**config.mk**
```make
export PLATFORM = sky130hd
export DESIGN_NAME = audio_tx_fifo
export DESIGN_NICKNAME = d
export VERILOG_FILES = /design/src/rtl/audio_tx_pkg.sv /design/src/rtl/atx_pack.sv /design/src/rtl/atx_store.sv /design/src/rtl/atx_flags.sv /design/src/rtl/audio_tx_fifo.sv
export SDC_FILE = /design/constraint.sdc
export NUM_CORES = 1
export LEC_CHECK = 0
export ABC_AREA = 1
export BUFFER_PORTS_ARGS = -buffer_cell sky130_fd_sc_hd__buf_2
export CAP_MARGIN = 40
export CORE_ASPECT_RATIO = 1.1
export CORE_UTILIZATION = 55
export DETAILED_ROUTE_END_ITERATION = 10
export PLACE_DENSITY = 0.75
export SYNTH_ARGS = -nofsm -noshare
export SYNTH_HDL_FRONTEND = slang
export SYNTH_SLANG_ARGS = --single-unit
```
**constraint.sdc**
```tcl
create_clock -name clk -period 3.5 [get_ports clk]
set_input_delay 0.7 -clock clk [delete_from_list [all_inputs] [get_ports clk]]
set_output_delay 0.7 -clock clk [all_outputs]
set_load 0.01 [all_outputs]
```
**src/rtl/audio_tx_pkg.sv**
```systemverilog
package audio_tx_pkg;
   localparam int SAMPLE_W = 20;

   typedef enum logic [1:0] {
      SZ_16 = 2'd0,
      SZ_18 = 2'd1,
      SZ_20 = 2'd2,
      SZ_12 = 2'd3
   } size_code_t;

   // Single-mode alignment: left-justify the sample in a 20-bit field.
   function automatic logic [SAMPLE_W-1:0] align_single(input logic [31:0] w, input size_code_t sz);
      logic [SAMPLE_W-1:0] r;
      case (sz)
         SZ_12:   r = {w[11:0], 8'h00};
         SZ_16:   r = {w[15:0], 4'h0};
         SZ_18:   r = {w[17:0], 2'b00};
         default: r = w[19:0];
      endcase
      return r;
   endfunction

   // Two samples per word are only legal for the narrow widths.
   function automatic logic packing_allowed(input size_code_t sz);
      return (sz == SZ_16) || (sz == SZ_12);
   endfunction
endpackage

```
**src/rtl/atx_pack.sv**
```systemverilog
module atx_pack
   import audio_tx_pkg::*;
(
   input  logic [31:0]         wr_data,
   input  logic [1:0]          size_code,
   input  logic                compact_req,
   output logic                packed_mode,
   output logic [SAMPLE_W-1:0] samp0,
   output logic [SAMPLE_W-1:0] samp1
);
   localparam int LANES = 2;

   size_code_t          sz;
   logic [15:0]         half_w [LANES];
   logic [SAMPLE_W-1:0] lane_s [LANES];

   assign sz = size_code_t'(size_code);
   assign packed_mode = compact_req && packing_allowed(sz);

   for (genvar i = 0; i < LANES; i++) begin : g_lane
      assign half_w[i] = wr_data[16*i +: 16];
      assign lane_s[i] = (sz == SZ_12) ? {half_w[i][11:0], 8'h00} : {half_w[i], 4'h0};
   end

   assign samp0 = packed_mode ? lane_s[0] : align_single(wr_data, sz);
   assign samp1 = lane_s[1];
endmodule

```
**src/rtl/atx_store.sv**
```systemverilog
module atx_store
   import audio_tx_pkg::*;
#(
   parameter int DEPTH = 8,
   localparam int AW = $clog2(DEPTH),
   localparam int LW = AW + 1
)(
   input  logic                clk,
   input  logic                rst_n,
   input  logic                clear,
   input  logic                push_one,
   input  logic                push_two,
   input  logic [SAMPLE_W-1:0] din0,
   input  logic [SAMPLE_W-1:0] din1,
   input  logic                pop,
   output logic [SAMPLE_W-1:0] dout0,
   output logic [SAMPLE_W-1:0] dout1,
   output logic [LW-1:0]       level,
   output logic [LW-1:0]       level_nxt
);
   logic [SAMPLE_W-1:0] mem [DEPTH];
   logic [AW-1:0]       wp_q, rp_q, wp_1, rp_1;
   logic [LW-1:0]       level_q;
   logic [1:0]          n_in;

   assign n_in      = push_two ? 2'd2 : (push_one ? 2'd1 : 2'd0);
   assign wp_1      = wp_q + AW'(1);
   assign rp_1      = rp_q + AW'(1);
   assign level_nxt = level_q + LW'(n_in) - (pop ? LW'(2) : LW'(0));
   assign level     = level_q;
   assign dout0     = mem[rp_q];
   assign dout1     = mem[rp_1];

   always_ff @(posedge clk) begin
      if (push_one || push_two) mem[wp_q] <= din0;
      if (push_two)             mem[wp_1] <= din1;
   end

   always_ff @(posedge clk or negedge rst_n) begin
      if (!rst_n) begin
         wp_q    <= '0;
         rp_q    <= '0;
         level_q <= '0;
      end else if (clear) begin
         wp_q    <= '0;
         rp_q    <= '0;
         level_q <= '0;
      end else begin
         wp_q    <= wp_q + AW'(n_in);
         if (pop) rp_q <= rp_q + AW'(2);
         level_q <= level_nxt;
      end
   end
endmodule

```
**src/rtl/atx_flags.sv**
```systemverilog
module atx_flags #(
   parameter int DEPTH = 8,
   localparam int LW = $clog2(DEPTH) + 1,
   localparam int HALF = DEPTH / 2
)(
   input  logic          clk,
   input  logic          rst_n,
   input  logic          clear,
   input  logic          pushed,
   input  logic          popped,
   input  logic          clr_underrun,
   input  logic [LW-1:0] level_nxt,
   output logic          half_q,
   output logic          under_q
);
   logic half_n, under_n;

   // Order of updates: clear pulse, then push rules, then drain rules.
   always_comb begin
      half_n  = half_q;
      under_n = under_q;
      if (clr_underrun) under_n = 1'b0;
      if (pushed) begin
         if (level_nxt != '0)            under_n = 1'b0;
         if (level_nxt >= LW'(HALF))     half_n  = 1'b0;
      end
      if (popped) begin
         if (level_nxt <= LW'(HALF))     half_n  = 1'b1;
         if (level_nxt == '0)            under_n = 1'b1;
      end
   end

   always_ff @(posedge clk or negedge rst_n) begin
      if (!rst_n) begin
         half_q  <= 1'b1;
         under_q <= 1'b0;
      end else if (clear) begin
         half_q  <= 1'b1;
         under_q <= 1'b0;
      end else begin
         half_q  <= half_n;
         under_q <= under_n;
      end
   end
endmodule

```
**src/rtl/audio_tx_fifo.sv**
```systemverilog
module audio_tx_fifo
   import audio_tx_pkg::*;
#(
   parameter int DEPTH = 8
)(
   input  logic        clk,
   input  logic        rst_n,
   input  logic        if_enable,
   input  logic        tx_enable,
   input  logic [1:0]  slot_sel,
   input  logic [1:0]  size_code,
   input  logic        compact_req,
   input  logic        wr_valid,
   input  logic [31:0] wr_data,
   input  logic        clr_underrun,
   input  logic [2:0]  irq_mask,
   output logic        sink_valid,
   input  logic        sink_ready,
   output logic [39:0] sink_data,
   output logic        st_empty,
   output logic        st_half,
   output logic        st_full,
   output logic        st_underrun,
   output logic [6:0]  int_raw,
   output logic        irq
);
   localparam int AW   = $clog2(DEPTH);
   localparam int LW   = AW + 1;
   localparam int HALF = DEPTH / 2;

   if (DEPTH < 8 || (DEPTH & (DEPTH - 1)) != 0) begin : g_bad_depth
      $error("audio_tx_fifo: DEPTH must be a power of two, at least 8");
   end

   logic                packed_mode, push_one, push_two, pop, clear, burst_q, tx_done;
   logic [SAMPLE_W-1:0] samp0, samp1, dout0, dout1;
   logic [LW-1:0]       level, level_nxt;
   logic [LW:0]         level_plus2;

   assign clear       = !if_enable;
   assign level_plus2 = {1'b0, level} + (LW+1)'(2);

   atx_pack u_pack (
      .wr_data     (wr_data),
      .size_code   (size_code),
      .compact_req (compact_req),
      .packed_mode (packed_mode),
      .samp0       (samp0),
      .samp1       (samp1)
   );

   assign push_one = wr_valid && if_enable && !packed_mode && (level < LW'(DEPTH));
   assign push_two = wr_valid && if_enable &&  packed_mode && (level_plus2 < (LW+1)'(DEPTH));

   // Burst gating: starts at half depth, then runs on until refused.
   assign sink_valid = if_enable && tx_enable && (slot_sel != 2'b00) &&
                       (level >= LW'(2)) && ((level >= LW'(HALF)) || burst_q);
   assign pop        = sink_valid && sink_ready;

   always_ff @(posedge clk or negedge rst_n) begin
      if (!rst_n)     burst_q <= 1'b0;
      else if (clear) burst_q <= 1'b0;
      else            burst_q <= pop;
   end

   atx_store #(.DEPTH(DEPTH)) u_store (
      .clk       (clk),
      .rst_n     (rst_n),
      .clear     (clear),
      .push_one  (push_one),
      .push_two  (push_two),
      .din0      (samp0),
      .din1      (samp1),
      .pop       (pop),
      .dout0     (dout0),
      .dout1     (dout1),
      .level     (level),
      .level_nxt (level_nxt)
   );

   atx_flags #(.DEPTH(DEPTH)) u_flags (
      .clk          (clk),
      .rst_n        (rst_n),
      .clear        (clear),
      .pushed       (push_one || push_two),
      .popped       (pop),
      .clr_underrun (clr_underrun),
      .level_nxt    (level_nxt),
      .half_q       (st_half),
      .under_q      (st_underrun)
   );

   assign sink_data   = {dout0, dout1};
   assign st_empty    = (level == '0);
   assign st_full     = (level == LW'(DEPTH));
   assign tx_done     = st_empty && !burst_q;
   assign int_raw     = {4'b0000, tx_done, st_half, st_underrun};
   assign irq         = |(int_raw[2:0] & irq_mask);
endmodule

```
==> impl_summary.md, run 1 <==
Synthesis
Of the total synthesized cell area, the portion taken by AND, OR, NAND and NOR gates is 0.346. In this run the cell area of the synthesized design comes to 10100 um^2. Dividing the synthesized area by the synthesized cell count gives 7.94 um^2. The cell count after synthesis came out at between 1000 and 1500. The post-synthesis cell type count is 37.

Of the total synthesized cell area, the portion taken by XOR and XNOR cells is 0.00261. The share of the synthesized area in compound gates (AO/OA/AOI/OAI) is 0.0862. Yosys printed 0 warnings.

The portion of synthesized area spent on multiplexers is 0.00112. For this run, the register share of the synthesized area comes to 0.475. After synthesis, the largest family of logic cells by area is simple AND/OR/NAND/NOR gates. The adder-cell share of the synthesized area is 0.0201.

The total of flip-flops plus latches after synthesis is 172.

Die
The vertical die dimension is approximately 140 um. The floorplan step set the die width to about 130 um. The region available for standard cell placement spans 17800 um^2. The floorplan step defined a die boundary enclosing 18900 um^2. In this run the core area contains 51 standard-cell rows. 100 I/O pins were placed.

For this configuration, the core starts out at a cell density of 0.566.

STA
The worst setup skew after layout is 0.0124 ns. The hold violation count in the final report is 0. The final worst-path cycle share is 0.842. The final critical path time including I/O delays and setup is 2.95 ns. The number of slew-limit violations in the final report is 0. The post-route setup TNS is 0 ns. At the pin with the least slew margin, the transition time is around 0.88 ns.

The worst hold margin is roughly 0.13 ns. Setup repair after global routing left no endpoint under its margin. The setup-violating endpoint count in the final report is 0.

Timing would allow up to 0.339 GHz. Measured against its own limit, the worst slew margin works out to 0.411. The final worst-path setup slack is 0.554 ns.

Final layout
Leaving out filler cells and counting taps, the final layout contains 1590. The layout-stage area growth over the synthesis result is 12.3%. The number of nets in the layout is 1401. In the layout the commonest cells are nand3_1, nand2_1, edfxtp_1, nor2_1, o21ai_0. In the final layout, the share of cells above drive strength 1 is 0.155. The library cell used most frequently in the layout, excluding fill and tap cells, is nand3_1.

The total inserted antenna cells is 0. Counting the fill cells in the layout gives 1532.

Critical path
Together, buffers and inverters on the worst path number 2. The signal on the critical path passes through buf_4 > o21ai_0 > o22ai_1 > buf_2. The end of the worst register-to-register path is u_flags.half_q.

Data on the critical path arrives at its endpoint at 2.25 ns. The setup path with the least slack is of type reg2out. The cell with the biggest individual delay on the critical path is buf_4.

The critical path endpoint category is an output pin. In this design, the stage delay of the slowest critical-path cell is ~0.64 ns. The cell family contributing the most delay on the critical path is buffers and inverters. In this run the number of cells on the critical path is 4.

The register-to-register path setup slack is 0.99 ns. STA classifies the critical path startpoint as a flip-flop. The largest fanout on the critical path is 82.

Measured in cells, the most critical reg-to-reg path has a length of 12. The startpoint of the worst register-to-register path is u_store.level[2]. The required time of the critical path is about 2.8 ns.

Power and ir drop
The design draws 5310 uW. The analysis attributes to cell leakage a power of 0.00503 uW. The largest vdd supply drop is between 300 and 400 uV. For this design the ratio of total power to cell area is 469 nW/um^2.

Clock tree
The later pin in the worst-skew pair is clocked with a latency of 0.44 ns. The number of buffers created by CTS is 17. The clock drives 172 sinks. The register clock-pin slew on the reported worst setup and hold paths is ~0.070 ns. The buffer levels on the longest clock path is 2. TritonCTS built the clock tree. The number of hold buffers added after CTS was 0. The clock tree root driver cell is clkbuf_16.

Buffers added to address setup during post-CTS repair amount to 0. The H-tree generated during clock tree synthesis spans 4 levels. The number of instances resized during post-cts repair is 0.

Run
The tool flagged a number of max-cap violations equal to 0.

Global route
Summed over all layers, the global routing overflow is 0. The pin count of the biggest net entering global routing is 113. The all-layer global routing usage is 0.331. The number of global-route vias before repair was 8850.

The wire length of the first global-routing pass is 47900 um. The number of antenna violations at the first check in global routing is 0.

Hold path
The type of the tightest min-delay check is in2async.

Route
For this block, the via count after detailed routing is 9656. The final routed wirelength across all metal layers is 30900 um. The detailed router finished its first iteration with 1243 violations. In the final routed layout, each cell accounts on average for slightly below 20 um. For this run, design rule violations remaining after detail routing come to 0. The post-detailed-route count of antenna-violating nets is 0. The post-detailed-route via-to-cell ratio is 6.07. The first-pass iteration count of the detailed router is 6.

Place
The sum of net half-perimeters after detailed placement is about 20000 um. Input and output buffers added on the ports amount to 95. The placed instance count is 1558.

Routability-driven placement finished with a final weighted congestion of just over 0.9. The worst slack at placement is 0.363 ns.

Status
The run finished with clean final reports.
routing by layer:
metal,vias to the layer above,global-route usage,wire length [um]
li1,4535,-,-
met1,4416,0.432,11900
met2,635,0.531,14200
met3,70,0.0806,3900
met4,0,0.134,872
met5,-,0,0
state kept, by name (all words and copies together) (netlist names):
signal	flops
burst_q	1
u_flags.half_q	1
u_flags.under_q	1
u_store.level	4
u_store.mem	160
u_store.rp_q	2
u_store.wp_q	3
worst max-delay path by stage:
stage / start / to
finish: u_store.rp_q[1] / sink_data[8]
global route: u_store.rp_q[1] / sink_data[8]
CTS: u_store.rp_q[1] / sink_data[4]
detailed placement: size_code[0] / u_flags.half_q
global placement: size_code[0] / u_flags.half_q
floorplan: size_code[0] / u_flags.half_q
Yosys cell counts, drive strengths merged:
cell    instances  share of area
dfrtp          11          0.027
ha             13          0.016
a21oi          12         0.0063
o21ai         106          0.053
clkbuf         33          0.012
mux2            1         0.0011
fa              2         0.0040
xnor2           1        0.00087
conb            1        0.00037
xor2            2         0.0017
a22oi           2         0.0025
dfxtp          32          0.064
and3            1        0.00062
dfstp           1         0.0026
or2             7         0.0043
inv            51          0.020
buf            63          0.037
nand2         290           0.11
nor2          118          0.046
nor3            9          0.013
o22ai          40          0.025
nand3         338           0.17
nand4           8         0.0050
edfxtp        128           0.38
final cells by class:
| class | instances | area [um^2] | share of cell area |
|---|---|---|---|
| repair buffers | 143 | 848 | 0.0749 |
| well taps | 238 | 298 | 0.0263 |
| clock buffers | 25 | 519 | 0.0459 |
| clock inverters | 7 | 48.8 | 0.00431 |
| multi-input cells | 954 | 4620 | 0.408 |
| flip-flops and latches | 172 | 4790 | 0.423 |
| inverters | 51 | 199 | 0.0176 |
power by group:
group,total [uW],internal (uW),switching (uW)
combinational,1170,336,836
clock,1820,1040,779
sequential,2320,2270,48.1
total,5310,3640,1660
per-stage QoR:
stage	area (um^2)	util
2_1_floorplan	10100	-
3_3_place_gp	10800	0.604
3_5_place_dp	10800	0.604
4_1_cts	11300	0.636
5_1_grt	11300	0.636
6_report	11300	0.636
kinds of logic after synthesis:
family | after synthesis
simple gates | 771
fa+ha+maj | 15
compound gates | 160
flops | 172
other cells | 1
xor+xnor | 3
mux | 1
buf+inv | 147
No activity file was read; power rests on OpenSTA's default activity.
==> inputs of run 2 (changes only) <==
ABC_AREA = 0   (was 1)
PLACE_DENSITY = 0.76   (was 0.75)
clock period = 3 ns   (was 3.5 ns; I/O delays follow)
==> impl_summary.md, run 2 <==
Status
The run finished with clean final reports.

Die
In this run the vertical extent of the chip is around 140 um. The floorplan has 48 rows. The core outline area is 15800 um^2.

For this configuration, the core starts out at a cell density of 0.566. Measured along the x axis, the die boundary spans 124 um. 100 I/O pins were placed.

The floorplan step defined a die boundary enclosing about 17000 um^2.

Global route
For this run, the total global-route usage over all layers was measured as 0.323. The number of global-route vias before repair came to 7116. The remaining global-route overflow is 0. The wire length of the first global-routing pass is 39600 um.

The number of antenna violations at the first check in global routing is 1. Entering global routing, the biggest net connects 41 pins.

Clock tree
In this run, CTS created clock tree buffers numbering 17. After clock tree synthesis, the clock-pin slew on the worst setup and hold paths is 0.07 ns. The clock reaches the later pin of the worst-skew pair after 0.44 ns. The number of levels the H-tree was split into is 4. TritonCTS built the clock tree. Clock tree synthesis selected as its root buffer the cell clkbuf_16. The buffer levels on the longest clock path is 2. For this design, the sink count on the clock tree is 172.

Critical path
The cell with the biggest individual delay on the critical path is or4bb_1. The startpoint of the worst register-to-register path is u_store.level[2]. The endpoint identified for the worst register-to-register timing path is u_flags.under_q. The critical path goes through inv_1 > ha_1 > nand2b_1 > nand4_1 > inv_1 > fa_1 > ha_2 > or4bb_1 > a21oi_2 > o221ai_1 > a21oi_1. The most numerous cell type found on the critical path is inv_1. The critical path endpoint category is a flip-flop.

The largest fanout on the critical path is 4. Data arrives at the worst endpoint at 3.17 ns. The register-to-register path setup slack is 0.20 ns. The required time of the critical path is 3.37 ns.

STA classifies the critical path startpoint as a flip-flop. The largest single stage delay on the critical path is 0.49 ns. The critical path starts at u_store.level[2]. The class of the most critical setup path is reg2reg. Counting cells, the worst reg-to-reg path comes to 11.

Synthesis
The flip-flop cell with the highest count after synthesis is edfxtp_1. In this run the mean area of a mapped cell was 12.8 um^2. The number of different library cells used by synthesis comes to 55. The share of the Yosys chip area taken by registers is 0.535.

The mapped netlist covers between 8000 and 9000 um^2. Synthesis produced a netlist whose cell count is between 600 and 700. Sorting the synthesized cells by how often they occur yields edfxtp_1, o22ai_1, o21ai_0.

The number of synthesis warnings is 0. The total of flip-flops plus latches after synthesis is 172. Yosys mapped a number of flops with a built-in enable equal to 128. The proportion of netlist area held by the largest area contributor is 0.430. Counting flops with an async set or reset pin after synthesis yields a share of 0.0698. The biggest area consumer among synthesized cells is edfxtp_1. By area the synthesized netlist is led by edfxtp_1, mux4_2, o22ai_1.

STA
The slew of the pin with the lowest slew margin is 0.794 ns. The hold violation count in the final report is 0. Setup repair after global routing left no endpoint under its margin. The final worst-path cycle share is 0.935.

Setup violations remaining at the end of the flow were counted as 0. Final hold analysis gives a worst-case slack of 0.0361 ns. The final worst-path setup slack is 0.196 ns.

The number of slew-limit violations in the final report is 0. The worst pin sits at a relative slew slack of 0.455. The final critical path time including I/O delays and setup is 2.80 ns.

Derived from the worst setup path, the maximum achievable clock frequency is 0.357 GHz. The worst setup skew after layout is 0.00870 ns.

Hold path
The type of the tightest min-delay check is in2async.

Final layout
For this run, the post-layout net count is 882. The top cell types in the final layout, fill and taps aside, are o22ai_1, edfxtp_1, buf_2, buf_4, o21ai_0. The register with the most flip-flops in the final layout is u_store.mem. The register with the most flip-flops in the layout has between 150 and 200 of them. Of the cells placed in the final design, the portion with a size suffix greater than 1 is 0.323. Relative to the synthesized area, the layout overhead comes to 18.4%.

Route
In the routed layout, each cell is associated on average with a via count of 6.96. The highest metal layer used by the detailed router is met4. After detailed routing, the total wire length is 25600 um.

The number of vias after detailed routing is 7201. The wire length on met1 is 9040 um. The met2 wire length is ~13000 um.

The post-detailed-route count of antenna-violating nets is 0. The remaining routing DRC violations is 0. After detailed routing, the average wire length per cell comes to 24.8 um.

The routed design uses 2510 um of met3 wire. The first-pass iteration count of the detailed router is 6. The first-iteration detailed-routing DRC count is 957.

Power and ir drop
The largest vdd supply drop is ~490 uV. The internal portion of the total power is 4530 uW. The switching power of the nets is 1700 uW. The sequential cell fraction of total power is 0.436.

The switching part of the total power is 0.273. The power density over the cells is 589 nW/um^2. The clock group share of total power is 0.371. The total leakage power is 0.00411 uW.

The logic gate share of total power is 0.193.

Place
The number of buffer cells added on primary ports is 95. The congestion estimate from routability-driven global placement came to 0.935. OpenSTA, run right after detailed placement, puts the worst setup slack at -0.149 ns. Once detailed placement completed, the half-perimeter wirelength came to about 17000 um.

Run
The number of violations of the max-capacitance limit is 0.
[run 2: cell count changes in the layout (fill, tap and decap cells not counted), moves of 29 or more]
| cell | previous run | this run |
|---|---|---|
| buf_4 | 47 | 76 |
| o22ai_1 | 40 | 128 |
| mux4_2 | 0 | 40 |
| nor2_1 | 110 | 4 |
| o21ai_0 | 98 | 46 |
| mux2i_1 | 0 | 44 |
| inv_1 | 45 | 14 |
| nand3_1 | 337 | 1 |
| nand2_1 | 286 | 36 |
[run 2: worst max path at each step]
| stage | end | cells after the start |
|---|---|---|
| after floorplan | u_flags.under_q | 10 |
| after global placement | u_flags.under_q | 11 |
| after detailed placement | u_flags.under_q | 11 |
| after CTS | u_flags.under_q | 11 |
| after global routing | u_flags.half_q | 12 |
| final | u_flags.under_q | 11 |
[run 2: critical path, delay by kind of cell, from the launching register on]
family / cells / cell delay [ns]
compound gates: 3 / 0.45
simple gates: 3 / 0.71
flops: 1 / 0.41
fa+ha+maj: 3 / 0.92
buf+inv: 2 / 0.25
[run 2: logic make-up after synthesis]
logic type / share of synthesized area
adder cells (fa/ha/maj): 0.0227
XOR/XNOR: 0.00588
AO/OA/AOI/OAI: 0.173
AND/OR/NAND/NOR: 0.0550
multiplexers: 0.150
buffers and inverters: 0.0575
flip-flops: 0.535
other: 0.000419
[run 2: power by group through the flow]
stage | sequential [uW] | clock, uW | combinational [uW]
2_1_floorplan | 2740 | 0 | 738
3_3_place_gp | 2750 | 0 | 1140
3_5_place_dp | 2760 | 0 | 1180
4_1_cts | 2710 | 2330 | 1190
5_1_grt | 2730 | 2400 | 1290
6_report | 2720 | 2310 | 1210
[run 2: cell type report]
cell class | instances | area, um^2
multi-input combinational | 434 | 3680
inverter | 18 | 67.6
clock inverter | 9 | 90.1
tap | 200 | 250
clock buffer | 23 | 542
timing repair buffer | 177 | 1170
antenna | 1 | 2.50
fill | 1122 | 5210
sequential | 172 | 4790
[run 2: per-layer routing]
metal | up-vias | global-route usage
met1 | 3554 | 0.387
li1 | 3056 | -
met5 | - | 0
met4 | 0 | 0.143
met2 | 515 | 0.553
met3 | 76 | 0.0707
[run 2: metrics by stage]
step                TNS (ns)  instance area [um^2]  utilization  total power [uW]  cells
floorplan                  0                  8970            -              3470    701
global placement      -0.183                  9950        0.630              3900   1001
detailed placement    -0.282                  9950        0.630              3940   1001
global route               0                 10600        0.670              6420   1033
CTS                        0                 10600        0.670              6230   1033
finish                     0                 10600        0.670              6240   1034
[run 2: what timing repair did]
item,CTS,global route
setup buffers,0,0
gates resized for setup,0,1
endpoints found under the setup margin,0,2
hold buffers,0,0
==> inputs of run 3 (changes only) <==
SETUP_SLACK_MARGIN = 0.2   (was not set)
==> impl_summary.md, run 3 (synthesis gave the netlist of run 2 again) <==
Status
The run finished, with violations left. The checks that failed: design-rule violations.

Global route
The first global-routing pass estimated slightly below 40000 um of wire. The remaining global-route overflow is 0. Entering global routing, the biggest net connects 33 pins. The number of antenna violations at the first check in global routing is 2.

For this run, the total global-route usage over all layers was measured as 0.322. The number of global-route vias before repair is between 7000 and 8000.

Critical path
The largest fanout on the critical path is 2. For the worst setup path, the data required time is 3.36 ns. The critical path endpoint category is a flip-flop. On the critical path, the stage with the largest delay is an instance of or4bb_1. The worst setup path is of the in2reg kind.

The largest single stage delay on the critical path is ~0.53 ns. The data arrival time of the worst path is 3.12 ns. The critical path goes through buf_4 > inv_12 > ha_4 > and4b_2 > o211ai_4 > fa_1 > ha_2 > or4bb_1 > a21oi_2 > o221ai_2 > a21oi_1. The worst setup path is launched from an input pin.

Route
The pre-antenna-repair detailed-routing pass consisted of 11 iterations. Using the TritonRoute via totals, the vias-per-cell ratio works out to 6.91. The remaining routing DRC violations is 4.

Dividing the detail-routed wire length by the instance count gives ~25 um. The first-iteration detailed-routing DRC count is 836. The final routed wirelength across all metal layers is ~26000 um.

In this run the remaining antenna-violating nets after routing total 0. The number of vias after detailed routing is between 7000 and 8000.

Clock tree
The count of hold buffers inserted by post-cts repair is 0. The clock tree synthesis step divided the H-tree into 4 levels. The register clock-pin slew on the reported worst setup and hold paths is approximately 0.070 ns. The clock tree root driver cell is clkbuf_16. The number of clock sinks is 172. For the worst-skew pair, the clock arrives at the later sink with an insertion delay of between 0.4 and 0.5 ns.

TritonCTS built the clock tree. The clock passes through at most 2 buffers. The number of buffers created by CTS is 17.

STA
Headroom to the max-slew limit came out at 0.476. The number of slew-limit violations in the final report was 0. Of the available clock period, the critical path in the final layout requires 0.920.

The hold violation count in the final report is 0. For this run, the top clock speed supported by timing is 0.362 GHz. The worst hold margin is 0.0471 ns. The worst path in the final design needs a cycle of 2.76 ns, including I/O delays and setup. For the pin with the worst max-slew slack, the measured transition is 0.786 ns. Clock skew on the completed layout was measured at 0.0103 ns. The setup-violating endpoint count in the final report is 0. The post-route setup TNS is 0 ns. Setup repair after global routing left no endpoint under its margin.

Power and ir drop
VDD sags by at most 463 uV. In this run the static leakage power is 0.00414 uW. The power density over the cells is 583 nW/um^2.

Die
100 I/O pins were placed. The core outline area is 15800 um^2. The die footprint is 16800 um^2. The initial utilization of the core area, before any placement, comes to 0.566.

The vertical die dimension is between 100 and 150 um. The die is about 120 um wide. Row generation in the floorplan step produced 48 rows.

Hold path
The path class of the tightest hold or removal check is in2async.

Place
The congestion estimate from routability-driven global placement came to 0.905. During placement, the flow inserted port buffers numbering 95. The sum of net half-perimeters after detailed placement is 17500 um.

Run
Across the run, the number of max-cap violations was 0.

Final layout
For this run, the post-layout net count is 893. The layout cell share with drive strength beyond 1 is 0.345. The number of flip-flops in the largest register is 160. From synthesis to final layout, the design area changed by 20.6%. The register bank with the most flops is u_store.mem. Leaving out fill and tap cells, the most frequent cells in the layout are o22ai_1, edfxtp_1, buf_2, buf_4, o21ai_0.
==> run 3: changes by cell type in the layout (fill, tap and decap cells not counted), sizes merged <==
cell	delta
clkinv	+2
bufinv	+1
clkbuf	-6
inv	-3
buf	+11
clkinvlp	+6
==> run 3: area by class of cell <==
class	instances	area [um^2]
Tap cell	200	250
Timing Repair Buffer	188	1330
Sequential cell	172	4790
Fill cell	1098	5010
Inverter	18	82.6
Clock inverter	15	165
Antenna cell	1	2.50
Clock buffer	17	425
Multi-Input combinational cell	434	3740
==> run 3: layer usage <==
layer  wire length [um]  share of wire  global-route usage
met5                  8        0.00031                   0
met4               1080          0.041               0.161
met3               2520          0.097              0.0779
met2              13300           0.51               0.544
met1               9160           0.35               0.381
==> run 3: worst max-delay path: cells and delay by family <==
| family | cells | cell delay (ns) |
|---|---|---|
| adders and majority gates | 3 | 0.95 |
| and+or+nand+nor | 2 | 0.84 |
| AOI/OAI and AO/OA | 4 | 0.57 |
| buffers and inverters | 2 | 0.17 |
==> run 3: path summary, 6_finish.rpt <==
kind                                   start                end  slack (ns)  cells after the start
max                             size_code[1]    u_flags.under_q        0.24                     11
min                                    rst_n    u_store.wp_q[1]        0.05                      1
max reg2reg                 u_store.level[2]    u_flags.under_q        0.27                     11
min reg2reg                u_store.mem[0][0]  u_store.mem[0][0]        0.49                      2
max in group asynchronous              rst_n     u_flags.half_q        2.67                      1
min in group clk                   if_enable   u_store.level[0]        0.48                      2
==> run 3: power by group <==
| part | total, uW | internal (uW) | leakage [uW] | switching [uW] |
|---|---|---|---|---|
| logic | 1360 | 622 | 0.00220 | 743 |
| clock network | 2210 | 1240 | 0.000270 | 973 |
| registers | 2720 | 2650 | 0.00167 | 70.3 |
==> run 3: stage by stage <==
step / std cells / worst slack, ns / utilization / power [uW] / cell area (um^2)
after detailed placement: 1006 / -0.205 / 0.638 / 3950 / 10100
after CTS: 1038 / 0.202 / 0.676 / 6140 / 10700
after global routing: 1044 / 0.154 / 0.683 / 6490 / 10800
after floorplan: 701 / 0.0248 / - / 3480 / 8990
after global placement: 1005 / -0.152 / 0.637 / 3910 / 10100
final: 1045 / 0.240 / 0.683 / 6290 / 10800
==> run 3: repair_timing <==
item / CTS / global route
buffers inserted: 0 / 6
hold endpoints to repair: 0 / 0
pin swaps: 0 / 8
setup endpoints to repair: 1 / 2
gates resized for setup: 1 / 15
